## config.mk

```make
export PLATFORM = sky130hd
export DESIGN_NAME = bx_entry_unit
export DESIGN_NICKNAME = d
export VERILOG_FILES = /design/src/rtl/bx_pkg.sv /design/src/rtl/bx_mode_decode.sv /design/src/rtl/bx_vector_sel.sv /design/src/rtl/bx_bank_store.sv /design/src/rtl/bx_entry_unit.sv
export SDC_FILE = /design/constraint.sdc
export NUM_CORES = 1
export LEC_CHECK = 0
export BUFFER_PORTS_ARGS = -buffer_cell sky130_fd_sc_hd__buf_4
export CORE_MARGIN = 1
export CORE_UTILIZATION = 40
export DETAILED_ROUTE_END_ITERATION = 10
export PLACE_DENSITY = 0.64
export SYNTH_ARGS = -nofsm -noshare
export SYNTH_HDL_FRONTEND = slang
export SYNTH_SLANG_ARGS = --single-unit
```

## constraint.sdc

```tcl
create_clock -name clk -period 3.2 [get_ports clk]
set_input_delay 0 -clock clk [delete_from_list [all_inputs] [get_ports clk]]
set_output_delay 0 -clock clk [all_outputs]
set_load 0.01 [all_outputs]
```

## src/rtl/bx_pkg.sv

```systemverilog
package bx_pkg;
    localparam int XLEN       = 32;
    localparam int NUM_BANKS  = 5;
    localparam int BANK_IDX_W = $clog2(NUM_BANKS);
    localparam int MODE_W     = 5;
    localparam int CAUSE_W    = 3;
    localparam int SEL_W      = 3;
    localparam int IRQ_OFF    = 7;

    localparam logic [MODE_W-1:0] MODE_USER = 5'h10;
    localparam logic [MODE_W-1:0] MODE_SUSR = 5'h1F;
    localparam logic [MODE_W-1:0] MODE_PRIV = 5'h13;
    localparam logic [MODE_W-1:0] MODE_TRAP = 5'h17;
    localparam logic [MODE_W-1:0] MODE_EXTN = 5'h1B;
    localparam logic [MODE_W-1:0] MODE_INTR = 5'h12;

    localparam logic [SEL_W-1:0] SEL_SP  = 3'd0;
    localparam logic [SEL_W-1:0] SEL_LR  = 3'd1;
    localparam logic [SEL_W-1:0] SEL_PC  = 3'd2;
    localparam logic [SEL_W-1:0] SEL_ST  = 3'd3;
    localparam logic [SEL_W-1:0] SEL_BST = 3'd4;

    typedef struct packed {
        logic [XLEN-1:0] sp;
        logic [XLEN-1:0] lr;
        logic [XLEN-1:0] bst;
    } bank_t;

    typedef struct packed {
        logic [XLEN-1:0] sp;
        logic [XLEN-1:0] lr;
        logic [XLEN-1:0] pc;
        logic [XLEN-1:0] st;
        logic [XLEN-1:0] bst;
        logic            done;
        logic            err;
    } core_t;
endpackage

```

## src/rtl/bx_mode_decode.sv

```systemverilog
module bx_mode_decode
    import bx_pkg::*;
(
    input  logic [MODE_W-1:0]     mode_i,
    output logic [BANK_IDX_W-1:0] idx_o,
    output logic                  valid_o
);
    always_comb begin
        valid_o = 1'b1;
        idx_o   = '0;
        case (mode_i)
            MODE_USER, MODE_SUSR: idx_o = BANK_IDX_W'(0);
            MODE_PRIV:            idx_o = BANK_IDX_W'(1);
            MODE_TRAP:            idx_o = BANK_IDX_W'(2);
            MODE_EXTN:            idx_o = BANK_IDX_W'(3);
            MODE_INTR:            idx_o = BANK_IDX_W'(4);
            default:              valid_o = 1'b0;
        endcase
    end
endmodule

```

## src/rtl/bx_vector_sel.sv

```systemverilog
module bx_vector_sel
    import bx_pkg::*;
#(
    parameter logic [XLEN-1:0] HIVEC_OFFSET = 32'hFFFF_0000
) (
    input  logic [CAUSE_W-1:0] cause_i,
    input  logic               hivec_i,
    output logic [XLEN-1:0]    vec_o,
    output logic [MODE_W-1:0]  mode_o,
    output logic               valid_o
);
    logic [XLEN-1:0] base;

    always_comb begin
        valid_o = 1'b1;
        base    = '0;
        mode_o  = MODE_PRIV;
        case (cause_i)
            3'd0: begin base = XLEN'(32'h08); mode_o = MODE_PRIV; end
            3'd1: begin base = XLEN'(32'h0C); mode_o = MODE_TRAP; end
            3'd2: begin base = XLEN'(32'h10); mode_o = MODE_TRAP; end
            3'd3: begin base = XLEN'(32'h18); mode_o = MODE_INTR; end
            default: valid_o = 1'b0;
        endcase
        vec_o = hivec_i ? (base + HIVEC_OFFSET) : base;
    end
endmodule

```

## src/rtl/bx_bank_store.sv

```systemverilog
module bx_bank_store
    import bx_pkg::*;
#(
    parameter int NB = NUM_BANKS
) (
    input  logic                  clk,
    input  logic                  rst_n,
    input  logic                  wr_en_i,
    input  logic [BANK_IDX_W-1:0] wr_idx_i,
    input  bank_t                 wr_data_i,
    input  logic [BANK_IDX_W-1:0] rd_idx_i,
    output bank_t                 rd_data_o
);
    bank_t bank_q [NB];
    bank_t bank_d [NB];

    always_comb begin
        rd_data_o = '0;
        for (int i = 0; i < NB; i++) begin
            bank_d[i] = (wr_en_i && wr_idx_i == BANK_IDX_W'(i)) ? wr_data_i : bank_q[i];
            if (rd_idx_i == BANK_IDX_W'(i)) rd_data_o = bank_q[i];
        end
    end

    for (genvar g = 0; g < NB; g++) begin : g_bank
        always_ff @(posedge clk or negedge rst_n) begin
            if (!rst_n) bank_q[g] <= '0;
            else        bank_q[g] <= bank_d[g];
        end
    end
endmodule

```

## src/rtl/bx_entry_unit.sv

```systemverilog
module bx_entry_unit
    import bx_pkg::*;
#(
    parameter logic [XLEN-1:0] HIVEC_OFFSET = 32'hFFFF_0000,
    parameter logic [XLEN-1:0] RESET_PC     = 32'h0000_0000
) (
    input  logic               clk,
    input  logic               rst_n,
    input  logic               exc_req_i,
    input  logic [CAUSE_W-1:0] exc_cause_i,
    input  logic               hivec_i,
    input  logic               mode_req_i,
    input  logic [MODE_W-1:0]  mode_new_i,
    input  logic               wr_en_i,
    input  logic [SEL_W-1:0]   wr_sel_i,
    input  logic [XLEN-1:0]    wr_data_i,
    output logic [XLEN-1:0]    sp_o,
    output logic [XLEN-1:0]    lr_o,
    output logic [XLEN-1:0]    pc_o,
    output logic [XLEN-1:0]    status_o,
    output logic [XLEN-1:0]    saved_status_o,
    output logic               done_o,
    output logic               err_o
);
    localparam logic [XLEN-1:0] RESET_ST = XLEN'({1'b1, 2'b00, MODE_PRIV});

    core_t state_q, state_d;

    logic [BANK_IDX_W-1:0] cur_idx, tgt_idx;
    logic                  cur_ok, tgt_ok, cause_ok;
    logic [XLEN-1:0]       vec;
    logic [MODE_W-1:0]     vec_mode, tgt_mode;
    logic                  act, legal, swap;
    bank_t                 live_bank, rd_bank, fill;

    assign tgt_mode = exc_req_i ? vec_mode : mode_new_i;

    bx_mode_decode u_cur_dec (
        .mode_i  (state_q.st[MODE_W-1:0]),
        .idx_o   (cur_idx),
        .valid_o (cur_ok)
    );

    bx_mode_decode u_tgt_dec (
        .mode_i  (tgt_mode),
        .idx_o   (tgt_idx),
        .valid_o (tgt_ok)
    );

    bx_vector_sel #(.HIVEC_OFFSET(HIVEC_OFFSET)) u_vec (
        .cause_i (exc_cause_i),
        .hivec_i (hivec_i),
        .vec_o   (vec),
        .mode_o  (vec_mode),
        .valid_o (cause_ok)
    );

    assign live_bank = '{sp: state_q.sp, lr: state_q.lr, bst: state_q.bst};

    bx_bank_store #(.NB(NUM_BANKS)) u_banks (
        .clk       (clk),
        .rst_n     (rst_n),
        .wr_en_i   (swap),
        .wr_idx_i  (cur_idx),
        .wr_data_i (live_bank),
        .rd_idx_i  (tgt_idx),
        .rd_data_o (rd_bank)
    );

    always_comb begin
        act   = exc_req_i || mode_req_i;
        legal = cur_ok && tgt_ok && (!exc_req_i || cause_ok);
        swap  = act && legal && (tgt_mode != state_q.st[MODE_W-1:0]);
        // a shared bank returns what was just stored: the live copies
        fill  = (tgt_idx == cur_idx) ? live_bank : rd_bank;

        state_d      = state_q;
        state_d.done = 1'b0;
        state_d.err  = 1'b0;

        if (act) begin
            if (legal) begin
                state_d.done = 1'b1;
                if (swap) begin
                    state_d.sp  = fill.sp;
                    state_d.lr  = fill.lr;
                    state_d.bst = fill.bst;
                end
                state_d.st[MODE_W-1:0] = tgt_mode;
                if (exc_req_i) begin
                    state_d.bst         = state_q.st;
                    state_d.st[IRQ_OFF] = 1'b1;
                    state_d.lr          = state_q.pc;
                    state_d.pc          = vec;
                end
            end else begin
                state_d.err = 1'b1;
            end
        end else if (wr_en_i) begin
            case (wr_sel_i)
                SEL_SP:  state_d.sp  = wr_data_i;
                SEL_LR:  state_d.lr  = wr_data_i;
                SEL_PC:  state_d.pc  = wr_data_i;
                SEL_ST:  state_d.st  = wr_data_i;
                SEL_BST: state_d.bst = wr_data_i;
                default: ;
            endcase
        end
    end

    always_ff @(posedge clk or negedge rst_n) begin
        if (!rst_n) begin
            state_q    <= '0;
            state_q.pc <= RESET_PC;
            state_q.st <= RESET_ST;
        end else begin
            state_q <= state_d;
        end
    end

    assign sp_o           = state_q.sp;
    assign lr_o           = state_q.lr;
    assign pc_o           = state_q.pc;
    assign status_o       = state_q.st;
    assign saved_status_o = state_q.bst;
    assign done_o         = state_q.done;
    assign err_o          = state_q.err;
endmodule

```

==> results.py <==
metrics = {
    "outcome": {
        "status": "complete, no violations",
    },
    "layout": {
        "utilization_pct": 48.4,
        "layout.nets": 2817,
        "multiInputGateArea_um2": 13300,
        "nFillCells": 6593,
        "area_growth_syn_to_layout_pct": 18.8,
        "drive_gt1_share_pct": 33.7,
        "stdcell_count": 3788,
        "area.sequential_um2": 16100,
    },
    "routing": {
        "dr.pass1.iters": 6,
        "wl_per_cell_um": 25.8,
        "drc_errors": 0,
        "vias": 22400,
        "totalWireLength_mm": 97.7,
        "antenna_left": 0,
        "vias_per_cell": 5.90,
        "first_iter_violations": 1797,
    },
    "logic_synthesis": {
        "ys_warn_count": 0,
        "synth_top_family_by_area": "multiplexers",
        "syn-instance-count": 2568,
        "netlist_top_cells_area": "dfrtp_1 (52%), mux2_2 (16%), mux2_4 (3.9%), nand2_1 (2.5%), o21ai_0 (2.3%)",
        "synth_compound_area_share_pct": 13.9,
        "yosysUniqueCellTypes": 64,
        "yosys-top-cells-count": "dfrtp_1 (638), mux2_2 (439), nand2_1 (202)",
        "synthFlopType": "dfrtp_1",
        "synth.most_common_cell": "dfrtp_1",
        "ys_ff_latch": 642,
        "syn_nets": 2617,
        "synth_xor_area_share_pct": 0.255,
        "yosysSeqAreaShare_pct": 52.8,
        "avgSynthCellArea_um2": 11.9,
        "synthSimpleGateAreaFrac_pct": 6.74,
        "yosysTopAreaCellShare_pct": 52.4,
        "synthAdderAreaFrac_pct": 0,
        "synth_edf_count": 0,
        "synth_area_um2": 30400,
        "muxShareOfSynthArea_pct": 22.3,
        "yosysTopAreaCell": "dfrtp_1",
        "synthArstFlopShare_pct": 100,
    },
    "global_route": {
        "grt_pass1_vias": 23200,
        "grt_max_degree": 99,
        "grt_antenna_before_repair": 4,
        "grt_pass1_wl_mm": 149,
        "track_usage_pct": 25.3,
        "gr-total-overflow": 0,
    },
    "die": {
        "core-area_um2": 74800,
        "initial_core_util_pct": 40.7,
        "die_w_um": 278,
        "row_count": 100,
        "io_pins": 211,
        "dieArea_um2": 77200,
        "die_h_um": 278,
    },
    "sta": {
        "fin_crit_sh_pct": 91.5,
        "hold_ws_ps": 12.5,
        "period_minus_slack_ps": 2930,
        "fmax_mhz": 342,
        "rsz0062_at_grt": "no",
        "worst_slew_pin_slew_ps": 1160,
        "relSlewSlack_pct": 22.5,
        "tns_ps": 0,
        "hold_viol_final": 0,
        "drv_slew": 0,
        "fin_skew_ps": 40.3,
        "setup_viol": 0,
    },
    "clock_network": {
        "ctsResizeCount": 0,
        "cts_tree": "yes",
        "cts_buffers": 70,
        "clock-sinks": 642,
        "clockRootBuffer": "clkbuf_16",
        "cts_setup_buffers": 0,
        "h-tree-depth": 3,
        "cts.clk_slew.worst_paths_ps": 60,
        "clk_latency_ps": 630,
        "clockBufferDepth": 3,
    },
    "worst_setup_path": {
        "cp_top_family": "compound AO/OA/AOI/OAI gates",
        "worstSetupStartpointType": "flop",
        "crit_slowest_cell": "o21ai_4",
        "worst-setup-path-type": "flop to flop",
        "cp_cell_sequence": "or3_4 -> a21oi_2 -> and3_1 -> nand2_1 -> o21ai_4 -> buf_4 -> mux2i_1",
        "max_stage_delay_ps": 900,
        "ff2ff_setup_slack_ps": 270,
        "endpoint_kind": "flop",
        "cp.required_ps": 3730,
        "critPathMaxFanout": 19,
        "arrival_ps": 3460,
        "crit_buf_inv": 1,
    },
    "placement": {
        "portBuffers": 210,
        "dp_hpwl_mm": 60.7,
        "gp_congestion": 0.933,
        "dp.cells": 3626,
    },
    "power": {
        "power.leakage_nw": 17.7,
        "p_per_area_nw_per_um2": 724,
        "vdd_drop_max_v": 0.000332,
    },
    "min_path": {
        "hold_path_class": "input pin to asynchronous set/reset pin",
    },
    "flow_run": {
        "maxCapViolCount": 0,
    },
}
[layout make-up]
class	instances	share of cell area [%]
flip-flops and latches	642	44.4
multi-input cells	1636	36.8
repair buffers	335	8.28
clock buffers	106	5.81
well taps	969	3.35
inverters	83	0.861
clock inverters	14	0.481
diodes	3	0.0207
[sequential cells by signal, summed over array words and instances (netlist names)]
register        count
pc_o               32
saved_status_o     32
err_o               1
done_o              1
sp_o               32
status_o           32
lr_o               32
u_banks.bank_q    480
[kinds of logic (layout without fill, tap and decap cells)]
kind of cell,Yosys count,after routing
xor gates and xnor gates,8,8
muxes,582,582
and+or+nand+nor,429,429
buffers and inverters,290,538
AOI/OAI and AO/OA,617,617
DFF,642,642
other,0,3
[cells in the final DEF, fill, tap and decap left out, drive strengths merged, types with 10 or more instances in the layout]
cell type    netlist  routed
dfrtp            638     638
mux2             529     529
mux2i             53      53
a221oi            33      33
a31oi             20      20
nand2            202     202
a211o             24      24
clkbuf           140     106
nor2b             41      41
o41ai             32      32
and2              65      65
a2111o            26      26
buf               67     296
inv               83      85
nor3              60      60
o21ai            141     141
nor2              33      33
a21oi            131     131
o21a              54      54
a211oi            24      24
o31ai             13      13
o22ai             10      10
a22o              25      25
a2111oi           40      40
dlygate4sd3        0      39
[repair_timing]
action | in CTS | in global routing
hold buffers | 39 | 0
endpoints found under the hold margin | 181 | 0
endpoints found under the setup margin | 0 | 0
[power by group]
group	total (mW)	switching, mW	internal (mW)
Combinational	6.31	3.15	3.16
Clock	8.12	3.35	4.77
Sequential	11.8	1.82	9.93
Total	26.2	8.32	17.9
[worst paths after layout]
kind,cells past startpoint,to,from
setup / recovery,7,lr_o[6],status_o[3]
hold / removal,2,u_banks.bank_q[251],rst_n
setup reg to reg,7,lr_o[6],status_o[3]
hold reg to reg,1,u_banks.bank_q[189],u_banks.bank_q[189]
max in group asynchronous,4,status_o[0],rst_n
min in group clk,4,lr_o[1],exc_req_i
[routing by layer]
layer / track usage [%] / vias to the layer above / wire, um
met4: 9.26 / 8 / 3020
li1: - / 9733 / -
met2: 39.0 / 835 / 44300
met3: 6.15 / 159 / 7670
met1: 34.5 / 11600 / 42700
met5: 0 / - / 57
[worst reg2reg max path: cells and delay by family, from the launching register on]
family | cells | cell delay [ps]
AOI/OAI and AO/OA | 2 | 1100
and+or+nand+nor | 3 | 730
buffers and inverters | 1 | 400
DFF | 1 | 380
muxes | 1 | 230
[metrics by stage]
| step | instance area [um2] | setup WS, ps | total power [mW] |
|---|---|---|---|
| after floorplan | 30400 | 318 | 14.7 |
| after global placement | 33500 | 368 | 17.8 |
| after detailed placement | 33500 | 309 | 18.1 |
| after CTS | 36200 | 291 | 26.3 |
| after global routing | 36200 | 159 | 27.4 |
| final | 36200 | 273 | 26.2 |
(Power assumes the default switching activity.)
